### config.mk
export PLATFORM = sky130hd
export DESIGN_NAME = mtr_resolver
export DESIGN_NICKNAME = d
export VERILOG_FILES = /design/src/rtl/mtr_pkg.sv /design/src/rtl/mtr_fixed_lookup.sv /design/src/rtl/mtr_var_match.sv /design/src/rtl/mtr_type_merge.sv /design/src/rtl/mtr_resolver.sv
export SDC_FILE = /design/constraint.sdc
export NUM_CORES = 1
export LEC_CHECK = 0
export BUFFER_PORTS_ARGS = -buffer_cell sky130_fd_sc_hd__buf_2
export CAP_MARGIN = 40
export CORE_AREA = 2 2 526 528
export CTS_BUF_LIST = sky130_fd_sc_hd__clkbuf_16
export DETAILED_ROUTE_END_ITERATION = 8
export DIE_AREA = 0 0 528 530
export GPL_TIMING_DRIVEN = 0
export PLACE_DENSITY = 0.3
export SYNTH_ARGS = -nofsm -noshare
export SYNTH_HDL_FRONTEND = slang
export SYNTH_SLANG_ARGS = --single-unit
export TNS_END_PERCENT = 1
### constraint.sdc
create_clock -name clk -period 5.2 [get_ports clk]
set_input_delay 0.52 -clock clk [delete_from_list [all_inputs] [get_ports clk]]
set_output_delay 0.52 -clock clk [all_outputs]
set_load 0.02 [all_outputs]
### src/rtl/mtr_pkg.sv
package mtr_pkg;
    localparam int TW          = 8;
    localparam int FIX_ENTRIES = 88;
    localparam int PAGE_SHIFT  = 12;
    localparam int VLD_BIT     = 11;
    localparam int LOW_SHIFT   = 20;   // fixed map spans the first 1 MB
    localparam int IDX_W       = $clog2(FIX_ENTRIES);

    localparam logic [TW-1:0] MT_UC = 8'd0;
    localparam logic [TW-1:0] MT_WT = 8'd4;
    localparam logic [TW-1:0] MT_WB = 8'd6;

    typedef struct packed {
        logic          vld;
        logic [TW-1:0] mtype;
    } rsp_t;
endpackage

### src/rtl/mtr_fixed_lookup.sv
module mtr_fixed_lookup
    import mtr_pkg::*;
#(
    parameter int PA_W = 36
) (
    input  logic [PA_W-1:0]           addr,
    input  logic [FIX_ENTRIES*TW-1:0] fix_tbl,
    output logic                      in_low,
    output logic [TW-1:0]             ftype
);
    localparam int S0_BASE = 0;   // 64 KB tier
    localparam int S1_BASE = 8;   // 16 KB tier
    localparam int S2_BASE = 24;  // 4 KB tier

    logic [IDX_W-1:0] idx;

    assign in_low = (addr[PA_W-1:LOW_SHIFT] == '0);

    always_comb begin
        if (!addr[19])
            idx = IDX_W'(S0_BASE) + IDX_W'(addr[18:16]);
        else if (!addr[18])
            idx = IDX_W'(S1_BASE) + IDX_W'(addr[17:14]);
        else
            idx = IDX_W'(S2_BASE) + IDX_W'(addr[17:12]);
    end

    always_comb begin
        ftype = '0;
        for (int n = 0; n < FIX_ENTRIES; n++)
            if (idx == IDX_W'(n))
                ftype = fix_tbl[n*TW +: TW];
    end
endmodule

### src/rtl/mtr_var_match.sv
module mtr_var_match
    import mtr_pkg::*;
#(
    parameter int PN_W = 24
) (
    input  logic [PN_W-1:0] pfn,
    input  logic [PN_W-1:0] base_pfn,
    input  logic [PN_W-1:0] mask_pfn,
    input  logic            enabled,
    input  logic [TW-1:0]   base_type,
    output logic            hit,
    output logic [TW-1:0]   vtype
);
    assign hit   = enabled && (((pfn ^ base_pfn) & mask_pfn) == '0);
    assign vtype = base_type;
endmodule

### src/rtl/mtr_type_merge.sv
module mtr_type_merge
    import mtr_pkg::*;
#(
    parameter int N = 8
) (
    input  logic [N-1:0]    hits,
    input  logic [N*TW-1:0] types,
    input  logic [TW-1:0]   dflt,
    output logic [TW-1:0]   mtype
);
    logic          any_hit, has_uc, all_same, only_wtwb;
    logic [TW-1:0] first_t;

    always_comb begin
        first_t = '0;
        for (int i = N-1; i >= 0; i--)
            if (hits[i]) first_t = types[i*TW +: TW];
    end

    always_comb begin
        any_hit   = |hits;
        has_uc    = 1'b0;
        all_same  = 1'b1;
        only_wtwb = 1'b1;
        for (int i = 0; i < N; i++) begin
            if (hits[i]) begin
                if (types[i*TW +: TW] == MT_UC)   has_uc   = 1'b1;
                if (types[i*TW +: TW] != first_t) all_same = 1'b0;
                if (types[i*TW +: TW] != MT_WT && types[i*TW +: TW] != MT_WB)
                    only_wtwb = 1'b0;
            end
        end
    end

    always_comb begin
        if (!any_hit)       mtype = dflt;
        else if (has_uc)    mtype = MT_UC;
        else if (all_same)  mtype = first_t;
        else if (only_wtwb) mtype = MT_WT;
        else                mtype = MT_WB;
    end
endmodule

### src/rtl/mtr_resolver.sv
module mtr_resolver
    import mtr_pkg::*;
#(
    parameter int PA_W  = 36,
    parameter int N_VAR = 8
) (
    input  logic                      clk,
    input  logic                      rst_n,
    input  logic                      req_valid,
    input  logic [PA_W-1:0]           req_addr,
    input  logic                      glb_en,
    input  logic                      fix_en,
    input  logic [TW-1:0]             dflt_type,
    input  logic [FIX_ENTRIES*TW-1:0] fix_tbl,
    input  logic [N_VAR*PA_W-1:0]     var_base,
    input  logic [N_VAR*PA_W-1:0]     var_mask,
    output logic                      rsp_valid,
    output logic [TW-1:0]             rsp_type
);
    localparam int PN_W = PA_W - PAGE_SHIFT;

    logic                  in_low;
    logic [TW-1:0]         fix_type, var_type, res_type;
    logic [N_VAR-1:0]      vhit;
    logic [N_VAR*TW-1:0]   vtypes;
    rsp_t                  st_d, st_q;

    mtr_fixed_lookup #(.PA_W(PA_W)) u_fixed (
        .addr    (req_addr),
        .fix_tbl (fix_tbl),
        .in_low  (in_low),
        .ftype   (fix_type)
    );

    for (genvar i = 0; i < N_VAR; i++) begin : g_pair
        mtr_var_match #(.PN_W(PN_W)) u_match (
            .pfn       (req_addr[PA_W-1:PAGE_SHIFT]),
            .base_pfn  (var_base[i*PA_W+PAGE_SHIFT +: PN_W]),
            .mask_pfn  (var_mask[i*PA_W+PAGE_SHIFT +: PN_W]),
            .enabled   (var_mask[i*PA_W+VLD_BIT]),
            .base_type (var_base[i*PA_W +: TW]),
            .hit       (vhit[i]),
            .vtype     (vtypes[i*TW +: TW])
        );
    end

    mtr_type_merge #(.N(N_VAR)) u_merge (
        .hits  (vhit),
        .types (vtypes),
        .dflt  (dflt_type),
        .mtype (var_type)
    );

    always_comb begin
        if (!glb_en)                res_type = MT_UC;
        else if (fix_en && in_low)  res_type = fix_type;
        else                        res_type = var_type;
    end

    always_comb begin
        st_d     = st_q;
        st_d.vld = req_valid;
        if (req_valid) st_d.mtype = res_type;
    end

    always_ff @(posedge clk) begin
        if (!rst_n) st_q <= '0;
        else        st_q <= st_d;
    end

    assign rsp_valid = st_q.vld;
    assign rsp_type  = st_q.mtype;
endmodule

==> key figures, run 1 <==
Status
  – Status: finished, violations left
  – Failing checks: negative setup slack

Die
  – IO Count: 1338
  – Die W: between 500 and 600 um
  – Rows: roughly 190
  – Die area: approximately 0.28 mm2
  – CORE AREA: 0.275 mm2
  – Initial cell density of the core: 5.65%
  – Die Y: between 500 and 600 um

STA
  – RSZ-0062 raised after global routing: yes
  – Min Tclk post-route: between 5 and 6 ns
  – Min Hold Slack: between 0.4 and 0.5 ns
  – Worst slew margin: about 25%
  – Peak Freq: 186 MHz
  – Final Setup Violations: 8
  – Worst-Margin Slew: 1.12 ns
  – Fin Setup TNS: -0.694 ns
  – Fin worst setup slack: -0.173 ns
  – Final hold vios: 0
  – Fin. max-slew vios: 0
  – Fin crit share: 103%
  – Fin Clk Skew: 0 ns

Final layout
  – Most frequent cells in the layout: buf_2 (1211), nand2_1 (392), a21oi_1 (246)
  – Commonest non-fill, non-tap cell in the layout: buf_2
  – Layout Cells excl Fill: ~7700
  – Final Core Density: 11.1%
  – Synth-to-Final Area Change: 96.6%
  – Nets: 5316
  – Layout cells sized above 1: a little over two fifths
  – Design area: 0.0305 mm2

Yosys
  – Number of synthesized flops with an enable pin: 0
  – Synthesized area: 0.0155 mm2
  – Library cells used by synthesis: 91
  – Synth async-reset ratio: 0%
  – Register area share after synthesis: around 1.2%
  – Synth Register Bits: 9
  – Top post-synthesis cells by area: xor2_1 (12%), nand2_1 (9.8%), a22oi_1 (8.7%), a21oi_1 (8.4%), o21ai_0 (6.8%)
  – Post-synth top area share: about an eighth
  – Main synth FF type: dfxtp_1
  – Post-Syn Area per Cell: between 5 and 6 um2
  – YS warnings: 0
  – Syn Inst Count: ~2600
  – Synth area leader: xor2_1
  – Syn_nets: about 4000

Place
  – Placer Congestion: 0.971
  – Placed Instance Area: 0.0279 mm2
  – Place WS: -3.45 ns
  – Final HPWL DP: ~280 mm
  – Placed cells: approximately 7500
  – Buffers added on ports: ~1200

Power
  – Maximum vdd drop: ~0.071 mV
  – Lkg Pwr: roughly 12 nW
  – Power per cell area: 117 mW/mm2
  – Power Total: between 3 and 4 mW

Clock tree
  – CTS Root Cell: clkbuf_16
  – Num CTS Buffers: 3
  – Worst skew pair latency: roughly 0.24 ns
  – Clock Tree Buf Depth: 2
  – Clk slew on worst S/H paths: ~0.040 ns
  – CTS tree: built
  – H-tree levels: 1
  – Clock net sink count: 9

Hold path
  – Hold Path Cell Cnt: 1
  – Worst min-delay path class: reg2reg
  – Hold endpoint: rsp_type[2]$_SDFFE_PN0P_
  – Hold_sp: rsp_type[2]$_SDFFE_PN0P_

Detailed routing
  – WL/cell: 40.4 um
  – DRC viols: 0
  – Final WL: approximately 310 mm
  – Detail Route Antenna Nets: 0
  – Via density: 4.10
  – First drt pass iteration count: 6
  – 1st-iter DRT viols: 2892
  – Vias: 31700

Critical path
  – Crit path kind: in2reg
  – Crit path DAT: about 5.5 ns
  – CP Capture Type: flip-flop
  – Critical Path RT: around 5.3 ns
  – R2R cell count: 7
  – RR Endpoint: rsp_type[7]$_SDFFE_PN0P_
  – Startpoint types: input port
  – Worst Path Max Fanout: 10
  – R2R setup slack: roughly 3 ns
  – R2r startpoint: rsp_type[7]$_SDFFE_PN0P_

Run
  – Max Cap Viol: 0

GRT
  – Vias in the first global route: between 30000 and 40000
  – Antenna violations before repair: 275
  – Largest net degree at the start of global routing: 11
  – First-pass GRT wire length: about 380 mm
  – Total GRT Usage: 21.2%
  – GRT overflow: 0
[area by class of cell]
cell class              instances  area [um2]
fillers                     32700      244000
multi-input cells            2373       15800
repair buffers               1386        8240
well taps                    3607        4510
plain buffers                 182        1300
diodes                        127         318
flip-flops and latches          9         180
inverters                      31         120
clock buffers                   3        75.1
clock inverters                 1        3.75
[critical path, stage by stage]
cell	delay, ns
buf_4	0.20
buf_6	0.25
xor2_1	0.48
a222oi_1	0.24
nor4b_4	0.20
buf_6	0.15
nor2_2	0.26
clkbuf_4	0.33
nand3_1	0.22
nand2_1	0.26
o21ai_0	0.10
or4b_1	0.55
o41ai_2	0.40
and4_1	0.30
nand4_4	0.19
buf_12	0.19
nor3_4	0.21
a31oi_4	0.17
a211oi_2	0.26
[flip-flops by register name (all words and copies together), names as in the netlist]
register and cells:
rsp_type 8, rsp_valid 1
[per-layer routing]
layer	vias to the layer above	global-route usage, %	share of wire, %	wire length (um)
met1	15500	22.4	36	112000
met3	810	3.84	6.4	19900
met5	-	0	0.15	468
met2	2371	37.9	49	154000
met4	76	14.6	8.1	25200
li1	12900	-	-	-
[cells by family after synthesis]
| kind of cell | count (synthesis) | synth area share, % |
|---|---|---|
| xor+xnor | 248 | 14.0 |
| buf+inv | 219 | 5.63 |
| fa+ha+maj | 1 | 0.0806 |
| flops | 9 | 1.16 |
| mux | 45 | 3.25 |
| simple gates | 1002 | 29.9 |
| compound gates | 1077 | 46.0 |
[cells in the mapped netlist (all sizes together) (6+ instances only)]
cell type,instances
inv,31
o22a,7
o211ai,32
and3,14
nand3,78
xor2,219
a221o,8
a2111oi,21
a222oi,14
o311ai,6
o21ai,216
dfxtp,9
nor2,238
nand2b,17
or4,10
a21oi,262
o22ai,59
a31oi,52
a22o,6
a22oi,180
xnor2,29
a211oi,24
a211o,6
o221ai,23
nor4,33
nor3b,13
o2111ai,13
a221oi,38
a32oi,9
a21o,8
mux2i,38
nor3,67
o31ai,17
and2,8
nand3b,7
nand2,405
clkbuf,115
o21a,15
or3,6
o32ai,13
buf,73
nor2b,8
nand4,78
[power breakdown]
part           leakage (nW)  switching (mW)  internal, mW
clock network        0.0431          0.0349         0.101
registers            0.0736         0.00185        0.0727
logic                  11.9            2.27          1.10
total                  12.0            2.31          1.28
[how the worst max path moves through the flow]
stage | start | endpoint | slack [ns] | cells after the start
floorplan | req_addr[13] | rsp_type[2]$_SDFFE_PN0P_ | 0.72 | 19
global placement | req_addr[19] | rsp_type[7]$_SDFFE_PN0P_ | -7.39 | 15
detailed placement | req_addr[19] | rsp_type[0]$_SDFFE_PN0P_ | -3.45 | 19
CTS | req_addr[15] | rsp_type[2]$_SDFFE_PN0P_ | -0.02 | 22
global route | req_addr[15] | rsp_type[4]$_SDFFE_PN0P_ | -0.15 | 22
finish | req_addr[17] | rsp_type[4]$_SDFFE_PN0P_ | -0.17 | 19
[timing repair]
action	CTS	global route
setup endpoints to repair	8	8
hold buffers	0	0
pin swaps	60	18
endpoints found under the hold margin	0	0
buffers inserted	53	9
gates resized for setup	402	28
Power figures use the tool's default switching activity.
==> run 2: changes to the inputs <==
ABC_AREA = 1   (was not set)
CORE_AREA = 2 2 522 524   (was 2 2 526 528)
DIE_AREA = 0 0 524 526   (was 0 0 528 530)
==> run 2 against run 1 <==
Effect of this change:
- the flow still finishes with violations (negative setup slack)
- clock-buffer cell count unchanged
- register-to-register slack improved by 1.6 ns
- critical path depth is 59 higher
- maximum frequency is 32% lower
- combinational power decreased by 26%
- critical endpoint is now rsp_type[6]$_SDFFE_PN0P_
- largest power group unchanged
==> key figures, run 2 <==
Yosys
  – Number of synthesized flops with an enable pin: 0 (unchanged)
  – Synth Register Bits: 9 (unchanged)
  – Register area share after synthesis: 1.18% (+0.016 points)
  – Post-Syn Area per Cell: 4.57 um2 (-23%)
  – Syn Inst Count: 3351 (+29%)
  – Main synth FF type: dfxtp_1
  – Top post-synthesis cells by area: nand2_1 (36%), inv_1 (12%), or2_2 (10%), nor2_1 (8.2%), xor2_1 (6.1%)
  – Synth top cells by count: nand2_1 (1485), inv_1 (485), nor2_1 (334), or2_2 (245), nand3_1 (143)
  – Syn_nets: 4681 (+19%)
  – YS warnings: 0 (unchanged)
  – Library cells used by synthesis: 51 (-44%)
  – Cell with the most instances after synthesis: nand2_1
  – Synthesized area: 0.0153 mm2 (-1.4%)
  – Synth area leader: nand2_1
  – Post-synth top area share: 36.4% (+24 points)
  – Synth async-reset ratio: 0% (unchanged)

STA
  – Fin. max-slew vios: 0 (unchanged)
  – Min Hold Slack: 0.463 ns (-0.0169 ns)
  – RSZ-0062 raised after global routing: yes
  – Peak Freq: 126 MHz (-32%)
  – Min Tclk post-route: 7.91 ns (+2.54 ns)
  – Final hold vios: 0 (unchanged)
  – Fin worst setup slack: -2.71 ns (-2.54 ns)
  – Worst-Margin Slew: 0.898 ns (-0.224 ns)
  – Worst slew margin: 40.1% (+15 points)
  – Fin crit share: 152% (+49 points)
  – Final Setup Violations: 8 (unchanged)
  – Fin Clk Skew: 0 ns (unchanged)

Critical path
  – Crit path max-delay family: simple AND/OR/NAND/NOR gates
  – Worst Path Max Fanout: 4 (-6)
  – Most frequent CP cell: nand2_1
  – CP Capture Type: flip-flop
  – WP buf/inv: 4 (-1)
  – Crit path kind: in2reg
  – Slowest CP cell: ha_4
  – Critical Path RT: 5.34 ns (about the same)
  – Startpoint types: input port
  – Crit path DAT: 8.05 ns (+2.55 ns)
  – Worst path max stage delay: 0.30 ns (-0.25 ns)

Clock tree
  – CTS tree: built
  – Clock net sink count: 9 (unchanged)
  – Clk slew on worst S/H paths: 0.06 ns (+0.02 ns)
  – Hold_buf cts: 0 (unchanged)
  – CTS Root Cell: clkbuf_16
  – H-tree levels: 1 (unchanged)
  – Clock Tree Buf Depth: 2 (unchanged)
  – Worst skew pair latency: 0.26 ns (+0.02 ns)
  – Num CTS Buffers: 3 (unchanged)

GRT
  – First-pass GRT wire length: 282 mm (-25%)
  – Total GRT Usage: 15.8% (-5.4 points)
  – GRT overflow: 0 (unchanged)
  – Largest net degree at the start of global routing: 11 (unchanged)
  – Vias in the first global route: 26800 (-15%)
  – Antenna violations before repair: 226 (-18%)

Final layout
  – Number of flip-flops in the largest register: 8 (unchanged)
  – Most frequent cells in the layout: nand2_1 (1406), buf_2 (1195), inv_1 (481)
  – Fill cells: 32600 (-0.12%)
  – Synth-to-Final Area Change: 79.8%
  – Design area: 0.0275 mm2 (-9.8%)
  – Final Core Density: 10.2% (-0.90 points)
  – Commonest non-fill, non-tap cell in the layout: nand2_1
  – Layout cells sized above 1: 36.8% (-6.3 points)
  – Layout Cells excl Fill: 8296 (+7.5%)
  – Nets: 5936 (+12%)

Power
  – Maximum vdd drop: 0.0747 mV (+5.7%)
  – Lkg Pwr: 13.6 nW (+13%)
  – Power Total: 2.73 mW (-24%)
  – Power per cell area: 99.3 mW/mm2 (-16%)

Place
  – Placed Instance Area: 0.0264 mm2 (-5.5%)
  – Placed cells: 8157 (+8.3%)
  – Placer Congestion: 1.01 (+4.0%)
  – Buffers added on ports: 1194 (+2.1%)
  – Final HPWL DP: 213 mm (-23%)

Die
  – CORE AREA: 0.270 mm2 (-1.8%)
  – Die area: 0.276 mm2 (-1.5%)
  – Die W: 524 um (-0.76%)
  – Die Y: 526 um (-0.75%)
  – Initial cell density of the core: 5.67% (+0.025 points)
  – Rows: 191 (-1.0%)
  – IO Count: 1338 (unchanged)

Detailed routing
  – 1st-iter DRT viols: 1834 (-37%)
  – WL/cell: 27.6 um (-32%)
  – DRC viols: 0 (unchanged)
  – Final WL: 229 mm (-27%)
  – Vias: 27300 (-14%)
  – Via density: 3.28 (-20%)
  – First drt pass iteration count: 5 (-1)
  – Detail Route Antenna Nets: 0 (unchanged)

Status
  – Status: finished, violations left
  – Failing checks: negative setup slack

Run
  – Max Cap Viol: 0 (unchanged)

Hold path
  – Worst min-delay path class: reg2reg
## run 2: cell count changes after synthesis, sizes merged, moves of 117 or more
cell | before | now
a21oi | 262 | 46
a22oi | 180 | 1
inv | 31 | 502
nand2 | 405 | 1496
nor2 | 238 | 355
o21ai | 216 | 81
or2 | 4 | 265
## run 2: tightest hold or removal path: stages (launching register included)
cell	delay (ns)
dfxtp_1	0.30
nand2_1	0.06
a21oi_1	0.06
## run 2: final timing paths
check | start | end | slack, ns | depth (start not counted)
max | req_addr[15] | rsp_type[6]$_SDFFE_PN0P_ | -2.71 | 78
min | rsp_type[3]$_SDFFE_PN0P_ | rsp_type[3]$_SDFFE_PN0P_ | 0.46 | 2
max reg2reg | rsp_type[4]$_SDFFE_PN0P_ | rsp_type[4]$_SDFFE_PN0P_ | 4.59 | 2
min reg2reg | rsp_type[3]$_SDFFE_PN0P_ | rsp_type[3]$_SDFFE_PN0P_ | 0.46 | 2
## run 2: cells by family (layout without fill, tap and decap cells)
family,Yosys count,in the layout,share of synthesized area [%]
AND/OR/NAND/NOR,2470,2470,70.6
buffers and inverters,567,1821,14.3
AO/OA/AOI/OAI,197,197,7.79
XOR/XNOR,107,107,6.12
flip-flops,9,9,1.18
adder cells (fa/ha/maj),1,1,0.0817
other,0,121,0
## run 2: area by class of cell
class | instances | area, um2 | area share [%]
Inverter | 504 | 1910 | 6.95
Sequential cell | 9 | 180 | 0.655
Timing Repair Buffer | 1250 | 6670 | 24.2
Clock inverter | 1 | 5.00 | 0.0182
Tap cell | 3570 | 4470 | 16.2
Clock buffer | 3 | 75.1 | 0.273
Antenna cell | 121 | 303 | 1.10
Buffer | 63 | 345 | 1.26
Multi-Input combinational cell | 2775 | 13600 | 49.3
## run 2: through the flow
step                setup slack [ns]  setup TNS, ns
detailed placement             -5.52         -40.05
global route                   -3.35         -26.30
finish                         -2.71         -20.39
CTS                            -3.01         -22.29
global placement               -5.57         -40.35
floorplan                    0.00386              0
## run 2: metal layers
layer | wire, um | part of all wire (%) | GRT usage (%) | vias to the layer above
li1 | - | - | - | 13000
met1 | 80700 | 35 | 16.1 | 12300
met2 | 115000 | 50 | 29.1 | 1331
met3 | 19600 | 8.6 | 4.82 | 411
met4 | 12500 | 5.5 | 7.21 | 156
met5 | 945 | 0.41 | 0 | -
## run 2: power by group
group	switching (mW)	total [mW]	internal [mW]
registers	0.00125	0.0731	0.0718
clock network	0.0586	0.162	0.103
logic	1.66	2.50	0.840
## run 2: timing repair
item | in CTS | in global routing
buffers inserted | 10 | 4
pin swaps | 43 | 73
setup endpoints to repair | 8 | 8
resized for setup | 139 | 40
